File: src/rtl/ee_port_pkg.sv
package ee_port_pkg;
  localparam int unsigned B_ACK  = 7;
  localparam int unsigned B_PEND = 6;
  localparam int unsigned B_REQ  = 5;
  localparam int unsigned B_RDY  = 4;
  localparam int unsigned B_CS   = 3;
  localparam int unsigned B_SK   = 2;
  localparam int unsigned B_DO   = 1;
  localparam int unsigned B_DI   = 0;

  typedef enum logic [1:0] {
    ST_IDLE = 2'd0,
    ST_WAIT = 2'd1,
    ST_OWN  = 2'd2
  } arb_state_e;

  typedef struct packed {
    logic cs;
    logic sk;
    logic dout;
  } pin_bits_t;
endpackage

File: src/rtl/ee_arb.sv
module ee_arb
  import ee_port_pkg::*;
(
  input  logic       clk_i,
  input  logic       rst_ni,
  input  logic       wr_i,
  input  logic       req_bit_i,
  input  logic       busy_i,
  output arb_state_e state_o
);
  arb_state_e st_q, st_d;

  always_comb begin
    st_d = st_q;
    if (wr_i && !req_bit_i) begin
      st_d = ST_IDLE;
    end else begin
      unique case (st_q)
        ST_IDLE: if (wr_i && req_bit_i) st_d = ST_WAIT;
        ST_WAIT: if (!busy_i) st_d = ST_OWN;
        ST_OWN:  st_d = ST_OWN;
        default: st_d = ST_IDLE;
      endcase
    end
  end

  always_ff @(posedge clk_i or negedge rst_ni) begin
    if (!rst_ni) st_q <= ST_IDLE;
    else         st_q <= st_d;
  end

  assign state_o = st_q;
endmodule

File: src/rtl/ee_pace_timer.sv
module ee_pace_timer #(
  parameter int unsigned DELAY_CYC = 80,
  localparam int unsigned CW = $clog2(DELAY_CYC + 1)
) (
  input  logic clk_i,
  input  logic rst_ni,
  input  logic start_i,
  input  logic clear_i,
  output logic idle_o
);
  logic [CW-1:0] cnt_q;

  always_ff @(posedge clk_i or negedge rst_ni) begin
    if (!rst_ni)            cnt_q <= '0;
    else if (clear_i)       cnt_q <= '0;
    else if (start_i)       cnt_q <= CW'(DELAY_CYC);
    else if (cnt_q != '0)   cnt_q <= cnt_q - 1'b1;
  end

  assign idle_o = (cnt_q == '0);
endmodule

File: src/rtl/ee_din_sync.sv
module ee_din_sync #(
  parameter int unsigned STAGES = 2
) (
  input  logic clk_i,
  input  logic rst_ni,
  input  logic d_i,
  output logic q_o
);
  logic [STAGES-1:0] chain_q;

  generate
    for (genvar i = 0; i < STAGES; i++) begin : g_stage
      if (i == 0) begin : g_first
        always_ff @(posedge clk_i or negedge rst_ni) begin
          if (!rst_ni) chain_q[0] <= 1'b0;
          else         chain_q[0] <= d_i;
        end
      end else begin : g_next
        always_ff @(posedge clk_i or negedge rst_ni) begin
          if (!rst_ni) chain_q[i] <= 1'b0;
          else         chain_q[i] <= chain_q[i-1];
        end
      end
    end
  endgenerate

  assign q_o = chain_q[STAGES-1];
endmodule

File: src/rtl/ee_port_ctrl.sv
module ee_port_ctrl
  import ee_port_pkg::*;
#(
  parameter int unsigned CLK_NS      = 10,
  parameter int unsigned SETTLE_NS   = 800,
  parameter int unsigned SYNC_STAGES = 2,
  localparam int unsigned DELAY_RAW  = (SETTLE_NS + CLK_NS - 1) / CLK_NS,
  localparam int unsigned DELAY_CYC  = (DELAY_RAW == 0) ? 1 : DELAY_RAW
) (
  input  logic       clk_i,
  input  logic       rst_ni,
  input  logic       reg_wr_i,
  input  logic [7:0] reg_wdata_i,
  output logic [7:0] reg_rdata_o,
  input  logic       mem_busy_i,
  output logic       ee_cs_o,
  output logic       ee_sk_o,
  output logic       ee_do_o,
  input  logic       ee_di_i
);
  arb_state_e st;
  pin_bits_t  pins_q;
  logic       owned, pending, req_wr, rel_wr, timer_idle, din_s;

  assign req_wr = reg_wr_i &&  reg_wdata_i[B_REQ];
  assign rel_wr = reg_wr_i && !reg_wdata_i[B_REQ];

  ee_arb u_arb (
    .clk_i     (clk_i),
    .rst_ni    (rst_ni),
    .wr_i      (reg_wr_i),
    .req_bit_i (reg_wdata_i[B_REQ]),
    .busy_i    (mem_busy_i),
    .state_o   (st)
  );

  assign owned   = (st == ST_OWN);
  assign pending = (st != ST_IDLE);

  ee_pace_timer #(.DELAY_CYC(DELAY_CYC)) u_timer (
    .clk_i   (clk_i),
    .rst_ni  (rst_ni),
    .start_i (req_wr && owned),
    .clear_i (rel_wr),
    .idle_o  (timer_idle)
  );

  ee_din_sync #(.STAGES(SYNC_STAGES)) u_sync (
    .clk_i  (clk_i),
    .rst_ni (rst_ni),
    .d_i    (owned & ee_di_i),
    .q_o    (din_s)
  );

  always_ff @(posedge clk_i or negedge rst_ni) begin
    if (!rst_ni) begin
      pins_q <= '0;
    end else if (reg_wr_i) begin
      if (reg_wdata_i[B_REQ]) begin
        pins_q.cs   <= reg_wdata_i[B_CS];
        pins_q.sk   <= reg_wdata_i[B_SK];
        pins_q.dout <= reg_wdata_i[B_DO];
      end else begin
        pins_q <= '0;
      end
    end
  end

  // pins stay low until the memory port is ours
  assign ee_cs_o = owned & pins_q.cs;
  assign ee_sk_o = owned & pins_q.sk;
  assign ee_do_o = owned & pins_q.dout;

  always_comb begin
    reg_rdata_o         = '0;
    reg_rdata_o[B_ACK]  = owned;
    reg_rdata_o[B_PEND] = pending;
    reg_rdata_o[B_REQ]  = pending;
    reg_rdata_o[B_RDY]  = owned & timer_idle;
    reg_rdata_o[B_CS]   = pins_q.cs;
    reg_rdata_o[B_SK]   = pins_q.sk;
    reg_rdata_o[B_DO]   = pins_q.dout;
    reg_rdata_o[B_DI]   = owned & din_s;
  end
endmodule

File: config.mk
export PLATFORM = sky130hd
export DESIGN_NAME = ee_port_ctrl
export DESIGN_NICKNAME = d
export VERILOG_FILES = /design/src/rtl/ee_port_pkg.sv /design/src/rtl/ee_arb.sv /design/src/rtl/ee_pace_timer.sv /design/src/rtl/ee_din_sync.sv /design/src/rtl/ee_port_ctrl.sv
export SDC_FILE = /design/constraint.sdc
export NUM_CORES = 1
export LEC_CHECK = 0
export BUFFER_PORTS_ARGS = -buffer_cell sky130_fd_sc_hd__buf_4
export CELL_PAD_IN_SITES_DETAIL_PLACEMENT = 1
export CELL_PAD_IN_SITES_GLOBAL_PLACEMENT = 1
export CORE_UTILIZATION = 39
export CTS_BUF_LIST = sky130_fd_sc_hd__clkbuf_8
export DETAILED_ROUTE_END_ITERATION = 10
export PLACE_DENSITY_LB_ADDON = 0.15
export SLEW_MARGIN = 40
export SYNTH_ARGS = -nofsm -noshare
export SYNTH_HDL_FRONTEND = slang
export SYNTH_HIERARCHICAL = 1
export SYNTH_SLANG_ARGS = --single-unit
File: constraint.sdc
create_clock -name clk_i -period 2.6 [get_ports clk_i]
set_clock_uncertainty 0.1 [all_clocks]
set_input_delay 0.52 -clock clk_i [delete_from_list [all_inputs] [get_ports clk_i]]
set_output_delay 0.52 -clock clk_i [all_outputs]
set_load 0.02 [all_outputs]
Word level (Yosys, flattened, before mapping)
Cells that the tools add are included.
{"block": "totals", "word_cells": 36, "out_inout_bits": 11, "inputBits": 13, "ff_bits": 14}
{"block": "op_classes", "eq_ne": 4, "add_sub_neg": 1, "reduce_logical": 10, "bitwise": 6, "muxes": 8}
{"cell": "7-bit two-way mux", "n": 3}
{"cell": "7-bit logical NOT", "n": 1}
{"cell": "7-bit nonzero test", "n": 1}
{"cell": "7-bit by 1-bit subtractor with 7-bit output, second input constant", "n": 1}
{"cell": "1-bit bitwise AND", "n": 6}
{"cell": "2-bit two-way mux", "n": 3}
{"cell": "3-bit != test, second input constant", "n": 2}
{"cell": "2-bit case mux with 3 select lines", "n": 1}
{"cell": "1-bit logical AND", "n": 3}
{"cell": "3-bit two-way mux", "n": 1}
{"cell": "3-bit nonzero test", "n": 1}
{"cell": "2-bit by 1-bit == test with 1-bit output, second input constant", "n": 1}
{"cell": "2-bit == test, second input constant", "n": 1}
{"cell": "2-bit logical NOT", "n": 1}
{"cell": "2-bit AND reduction", "n": 1}
{"cell": "2-bit nonzero test", "n": 1}
{"cell": "1-bit logical NOT", "n": 1}

Longest topological paths before layout
Gate-level depths: netlist of the first run.
{"block": "logic_depth", "word_depth": 4, "ltp_mapped": 6, "ltp_nobuf": 5}

Hierarchy
Netlist of the first run, hierarchy kept.
{"mod": "ee_pace_timer", "instances": 1, "cells_each": 42, "seq_area_each_um2": 175.2, "area_each_um2": 392.9}
{"mod": "ee_port_ctrl", "instances": 1, "cells_each": 25, "seq_area_each_um2": 75.1, "area_each_um2": 216.5}
{"mod": "ee_arb", "instances": 1, "cells_each": 18, "seq_area_each_um2": 50.0, "area_each_um2": 161.4}
{"mod": "ee_din_sync", "instances": 1, "cells_each": 2, "seq_area_each_um2": 50.0, "area_each_um2": 50.0}

Worst setup path after synthesis of the first run
Ideal clock, no wire load.
{"block": "synth_timing", "kind": "reg-to-output", "start": "register u_timer.cnt_q[0]", "end": "output reg_rdata_o[4]", "required_time_ns": 1.980, "path_stages_with_launch": 7, "t_arrival_ns": 1.481, "n_path_buf": 1, "path_slack_ns": 0.499, "path_cell_list": "dfrtp_1 inv_1 ha_1 or4b_1 buf_2 nor2_1 and2_2"}
{"block": "synth_via", "elab_chain_cells": 2}
{"item": "start: declaration", "line": "ee_pace_timer.sv:11", "source": "logic [CW-1:0] cnt_q;"}
{"item": "start signal: assignment", "line": "ee_pace_timer.sv:16", "source": "else if (start_i) cnt_q <= CW'(DELAY_CYC);"}
{"item": "start signal: assignment", "line": "ee_pace_timer.sv:17", "source": "else if (cnt_q != '0) cnt_q <= cnt_q - 1'b1;"}
{"item": "7-bit logical NOT", "line": "ee_pace_timer.sv:20", "source": "assign idle_o = (cnt_q == '0);"}
{"item": "named net timer_idle", "line": "ee_port_ctrl.sv:23", "source": "logic owned, pending, req_wr, rel_wr, timer_idle, din_s;"}
{"item": "1-bit bitwise AND", "line": "ee_port_ctrl.sv:79", "source": "reg_rdata_o[B_RDY] = owned & timer_idle;"}
{"item": "end: declaration", "line": "ee_port_ctrl.sv:14", "source": "output logic [7:0] reg_rdata_o,"}
The timed path passes the listed nets, and every way through them passes these cells.

Worst setup path in the final report of the first run
Ends and elaborated chain as after synthesis.

==> impl_metrics.yaml, run 1 <==
sta:
  slew_violations: 0
  relSlewSlack_pct: 76.06
  hold_slack_ps: 14.10
  min_period_ps: 2463
  tns_ps: 0
  fmax_mhz: 405.9
  tightest_slew_ps: 358.4
  finalHoldViolations: 0
  rsz0062_at_grt: "false"
  fin_crit_sh_pct: 94.75
  final-setup-viol-count: 0
  worst_slack_ps: 136.6
die:
  start_util_pct: 41.84
  die_h_um: 47.88
  fp.dieArea_sq_um: 2292
  die_w_um: 47.88
  rows: 16
  ios: 24
  design.core.area_sq_um: 1962
clock_tree:
  htree_levels: 1
  clock_latency_ps: 240
  root_buffer: "clkbuf_8"
  cts_tree: "built"
  clk_path_buf_depth: 2
  holdBufCountCts: 0
  clk_pin_slew_ps: 60
  cts_resized: 0
  postCtsSetupRepairBufs: 0
  cts_buffers: 3
  cts_sinks: 14
critical_path:
  cp_top_family: "simple AND/OR/NAND/NOR gates"
  path_cells: "inv_1, ha_1, or4b_1, nor2_1, and2_2, buf_4"
  crit_path_max_incr_delay_ps: 490
  critPathBufInv: 2
  crit_arrival_ps: 1840
  critPathMaxFanout: 5
  crit_slowest_cell: "or4b_1"
  start_kind: "flip-flop"
  end_kind: "output port"
  path_class: "reg -> out"
  cp.required_ps: 1980
yosys:
  yosys_warnings: 6
  ys_ff_latch: 14
  syn_inst: 87
  synth.net_count: 104
  yosys.area.top_type: "dfrtp_1"
  ys_types: 33
  synth-seq-area-share_pct: 42.68
  synth_area_leaders: "dfrtp_1 (43%), ha_1 (6.1%), and2_2 (5.5%)"
  syn-cell-area_sq_um: 820.8
  synth_largest_type_area_fraction_pct: 42.68
  avgSynthCellArea_sq_um: 9.434
drt:
  num_vias: 693
  viasPerCell: 5.211
  drtIter0Drc: 8
  drc: 0
  drt_first_pass_iters: 3
  post_drt_wl_per_cell_um: 14.07
  finalWirelength_um: 1871
  postRouteAntennaNets: 0
finish:
  layout-drive-gt1-share_pct: 33.96
  finalInstanceArea_sq_um: 1028
  postLayoutCoreUtil_pct: 52.42
  nNetsFinal: 124
  num-fill-cells: 256
  instances_no_fill: 133
  diodes: 0
  area_growth_pct: 25.31
global_route:
  grt_antenna_before_repair: 0
  grt_max_degree: 15
  grt_pass1_wl_um: 2835
  grt_pass1_vias: 675
  gr-total-overflow: 0
  grt_usage_pct: 17.99
power_and_ir_drop:
  ir_drop_v: 0.0004731
  p_total_mw: 1.075
  p_leak_nw: 0.4998
  powerDensity_nw_per_um2: 1046
min_path:
  min_path_type: "in -> async"
placement:
  place_inst: 129
  postPlaceCellArea_sq_um: 973.4
  gp_congestion: 0.8511
  io_buffers: 19
  dp_hpwl_um: 1359
  pre_cts_slack_ps: 421.1
flow_run:
  cap_violations: 0
run_status:
  status: "completed"
## state kept, by name, summed over array words and instances, names as in the netlist
register,flops
u_timer/cnt_q,7
u_sync/q_o,1
u_sync/chain_q,1
u_arb/state_o,2
reg_rdata_o,3
## cells by family (layout without fill, tap and decap cells)
kind of cell	count (synthesis)	in the layout	synth area share, %
compound gates	20	20	14.63
simple gates	35	35	28.05
buf+inv	13	32	7.468
flops	14	14	42.68
fa+ha+maj	4	4	6.098
xor+xnor	1	1	1.067
## path summary, 6_finish.rpt
check	slack (ps)	end	from	depth (start not counted)
worst min-delay path	10	u_timer/cnt_q[2]	rst_ni	1
worst min register to register	260	u_sync/q_o	u_sync/chain_q[0]	0
min in group clk_i	260	u_sync/q_o	u_sync/chain_q[0]	0
max in group asynchronous	2220	reg_rdata_o[3]	rst_ni	1
worst max register to register	680	u_timer/cnt_q[3]	u_timer/cnt_q[0]	6
worst max-delay path	140	reg_rdata_o[4]	u_timer/cnt_q[0]	6
## routing by layer
| metal | track usage [%] | vias up | wire length, um |
|---|---|---|---|
| li1 | - | 332 | - |
| met1 | 22.95 | 340 | 850 |
| met2 | 29.19 | 19 | 914 |
| met3 | 4.528 | 2 | 95 |
| met4 | 6.667 | 0 | 11 |
| met5 | 0 | - | 0 |
## synth_stat cells
cell type and number:
ha_1 4, nor3_1 1, a21oi_1 3, and3_1 1
o311a_1 1, or4b_1 1, a21boi_1 2, nor2b_4 1
dfrtp_1 14, o22ai_1 1, buf_4 3, buf_2 1
nor3b_1 1, xnor2_1 1, nor2b_1 3, o21bai_1 1
nand3_1 5, and2_2 6, inv_1 8, nor2_1 2
o21ai_1 2, nand2b_1 1, nand2_1 2, o21ai_0 8
clkbuf_1 1, o211ai_1 1, or3_1 2, nor4_1 1
or2b_1 2, or2_2 4, nor3b_2 1, o41ai_1 1
and2_1 1
## layout by cell type (no fill, tap or decap), drive strengths merged
master   n
o21bai   1
buf     20
a21boi   2
nand2    2
or4b     1
xnor2    1
nor3     1
nor2     2
inv      8
o211ai   1
dfrtp   14
o41ai    1
o21ai   10
nand2b   1
o22ai    1
clkbuf   4
ha       4
a21oi    3
nor4     1
nor3b    2
or3      2
o311a    1
or2      4
nand3    5
and2     7
or2b     2
and3     1
nor2b    4
## power breakdown
| part | switching [mW] | internal, mW |
|---|---|---|
| registers | 0.0683 | 0.286 |
| logic | 0.270 | 0.239 |
| clock network | 0.0783 | 0.134 |
## area by class of cell
| cell class | count | area [sq um] | area share [%] |
|---|---|---|---|
| Multi-Input combinational cell | 60 | 409.1 | 39.78 |
| Timing Repair Buffer | 20 | 150.1 | 14.60 |
| Clock buffer | 4 | 55.05 | 5.353 |
| Inverter | 8 | 30.03 | 2.920 |
| Sequential cell | 14 | 350.3 | 34.06 |
| Tap cell | 27 | 33.78 | 3.285 |
(Power assumes the default switching activity.)
==> run 2: changes to the inputs <==
Settings changed: CORE_UTILIZATION 39 to 35, RECOVER_POWER set to 100.
Clock period 2.6 ns to 2.2 ns, I/O delays scaled along.
==> run 2 against run 1 <==
Net effect:
- setup slack lost 160 ps
- combinational power grew 28%
- design area shrank 0.12%
- register-to-register slack lost 310 ps
- wire length shrank 2.8%
- the run now ends with setup timing left
- global-route usage shrank 1.2 points
- critical path depth is the same
- hold slack gained 240 ps
==> impl_metrics.yaml, run 2 (same netlist as run 1, synthesis figures left out) <==
critical_path:
  ff2ff_setup_slack_ps: 370
  critPathBufInv: 2
  reg2reg_from: "u_timer/cnt_q[0]"
  crit_slowest_cell: "or4b_4"
  crit_arrival_ps: 1690
  start_kind: "flip-flop"
  cp_top_family: "simple AND/OR/NAND/NOR gates"
  rr_worst_depth: 6
  cp.required_ps: 1660
  path_class: "reg -> out"
  path_cells: "inv_2, ha_4, or4b_4, nor2_4, and2_4, buf_6"
  timing.rr.end: "u_timer/cnt_q[0]"
  end_kind: "output port"
  crit_path_max_incr_delay_ps: 490
  critPathMaxFanout: 4
finish:
  top_register: "u_timer/cnt_q"
  instances_no_fill: 136
  finalInstanceArea_sq_um: 1027
  final_cell_mix: "dfrtp_1 (14), buf_4 (11), clkbuf_1 (10)"
  nNetsFinal: 127
  area_growth_pct: 25.15
  layout-drive-gt1-share_pct: 28.70
  diodes: 0
  layout_commonest_cell: "dfrtp_1"
  largest_reg_flops: 7
drt:
  finalWirelength_um: 1819
  drtIter0Drc: 13
  viasPerCell: 4.971
  drt_first_pass_iters: 2
  postRouteAntennaNets: 0
  post_drt_wl_per_cell_um: 13.38
  num_vias: 676
  drc: 0
die:
  die_h_um: 50.43
  rows: 17
  start_util_pct: 37.10
  die_w_um: 50.43
  design.core.area_sq_um: 2212
  fp.dieArea_sq_um: 2543
  ios: 24
clock_tree:
  clock_latency_ps: 240
  cts_buffers: 3
  cts_tree: "built"
  clk_pin_slew_ps: 60
  htree_levels: 1
  cts_sinks: 14
  clk_path_buf_depth: 2
  root_buffer: "clkbuf_8"
run_status:
  status: "finished, violations left"
  violations: "setup timing"
global_route:
  grt_pass1_vias: 684
  grt_usage_pct: 16.79
  gr-total-overflow: 0
  grt_max_degree: 15
  grt_pass1_wl_um: 3160
  grt_antenna_before_repair: 0
sta:
  fmax_mhz: 449.0
  hold_slack_ps: 250.5
  tns_ps: -27.08
  worst_slack_ps: -27.08
  rsz0062_at_grt: "true"
  min_period_ps: 2227
  relSlewSlack_pct: 49.77
  finalHoldViolations: 0
  slew_violations: 0
  tightest_slew_ps: 753.5
  fin_crit_sh_pct: 101.2
  final-setup-viol-count: 1
min_path:
  min_path_type: "reg -> reg"
  hold_start: "u_sync/chain_q[0]"
  hold_depth: 0
  worstHoldEndpoint: "u_sync/q_o"
placement:
  place_inst: 130
  postPlaceCellArea_sq_um: 974.7
  gp_congestion: 0.6986
  io_buffers: 19
  dp_hpwl_um: 1375
power_and_ir_drop:
  powerDensity_nw_per_um2: 1229
  p_leak_nw: 0.4649
  ir_drop_v: 0.0005260
flow_run:
  cap_violations: 0
==> run 2: changes by cell type in the layout (fill, tap and decap cells not counted), sizes merged <==
cell         delta
buf             -8
clkbuf          +9
dlygate4sd3     +1
==> run 2: how the worst max path moves through the flow <==
| stage | start | to | slack (ps) | depth (start not counted) |
|---|---|---|---|---|
| global route | u_timer/cnt_q[1] | reg_rdata_o[4] | -90 | 6 |
| floorplan | u_timer/cnt_q[0] | reg_rdata_o[4] | 180 | 6 |
| CTS | u_timer/cnt_q[0] | reg_rdata_o[4] | -20 | 6 |
| detailed placement | u_timer/cnt_q[0] | reg_rdata_o[4] | 70 | 6 |
| global placement | u_timer/cnt_q[0] | reg_rdata_o[4] | 90 | 6 |
| finish | u_timer/cnt_q[0] | reg_rdata_o[4] | -30 | 6 |
==> run 2: power breakdown <==
| part | switching [mW] | total (mW) | internal (mW) |
|---|---|---|---|
| Clock | 0.0831 | 0.204 | 0.121 |
| Combinational | 0.348 | 0.651 | 0.303 |
| Sequential | 0.0694 | 0.407 | 0.338 |
| Total | 0.501 | 1.26 | 0.761 |
==> run 2: metal layers <==
metal	vias up	global-route usage (%)	wire length (um)
met5	-	0	0
met3	2	4.545	49
met2	12	29.56	961
li1	336	-	-
met1	326	20.08	798
met4	0	4.167	9
==> run 2: what timing repair did <==
action,in CTS,in global routing
pin swaps,0,0
setup buffers,2,0
endpoints found under the hold margin,14,0
hold buffers,1,0
setup endpoints to repair,1,1
resized for setup,9,0
==> run 2: through the flow <==
stage | util [%] | power, mW | setup WS, ps
2_1_floorplan | - | 0.8603 | 178.9
4_1_cts | 48.36 | 1.315 | -17.74
3_3_place_gp | 44.06 | 0.9874 | 89.48
5_1_grt | 46.44 | 1.365 | -86.85
6_report | 46.44 | 1.262 | -27.08
3_5_place_dp | 44.06 | 1.020 | 69.65
==> run 2: final cells by class <==
cell class,count,area (sq um)
inverter,8,30.03
fill,275,1185
tap,28,35.03
multi-input combinational,60,429.2
timing repair buffer,23,141.4
sequential,14,350.3
clock buffer,3,41.29
==> run 2: worst register-to-register path, delay by kind of cell, from the launching register on <==
kind	cells	cell delay [ps]
buffers and inverters	2	250
DFF	1	380
and+or+nand+nor	2	720
adders and majority gates	1	140
AOI/OAI and AO/OA	1	140
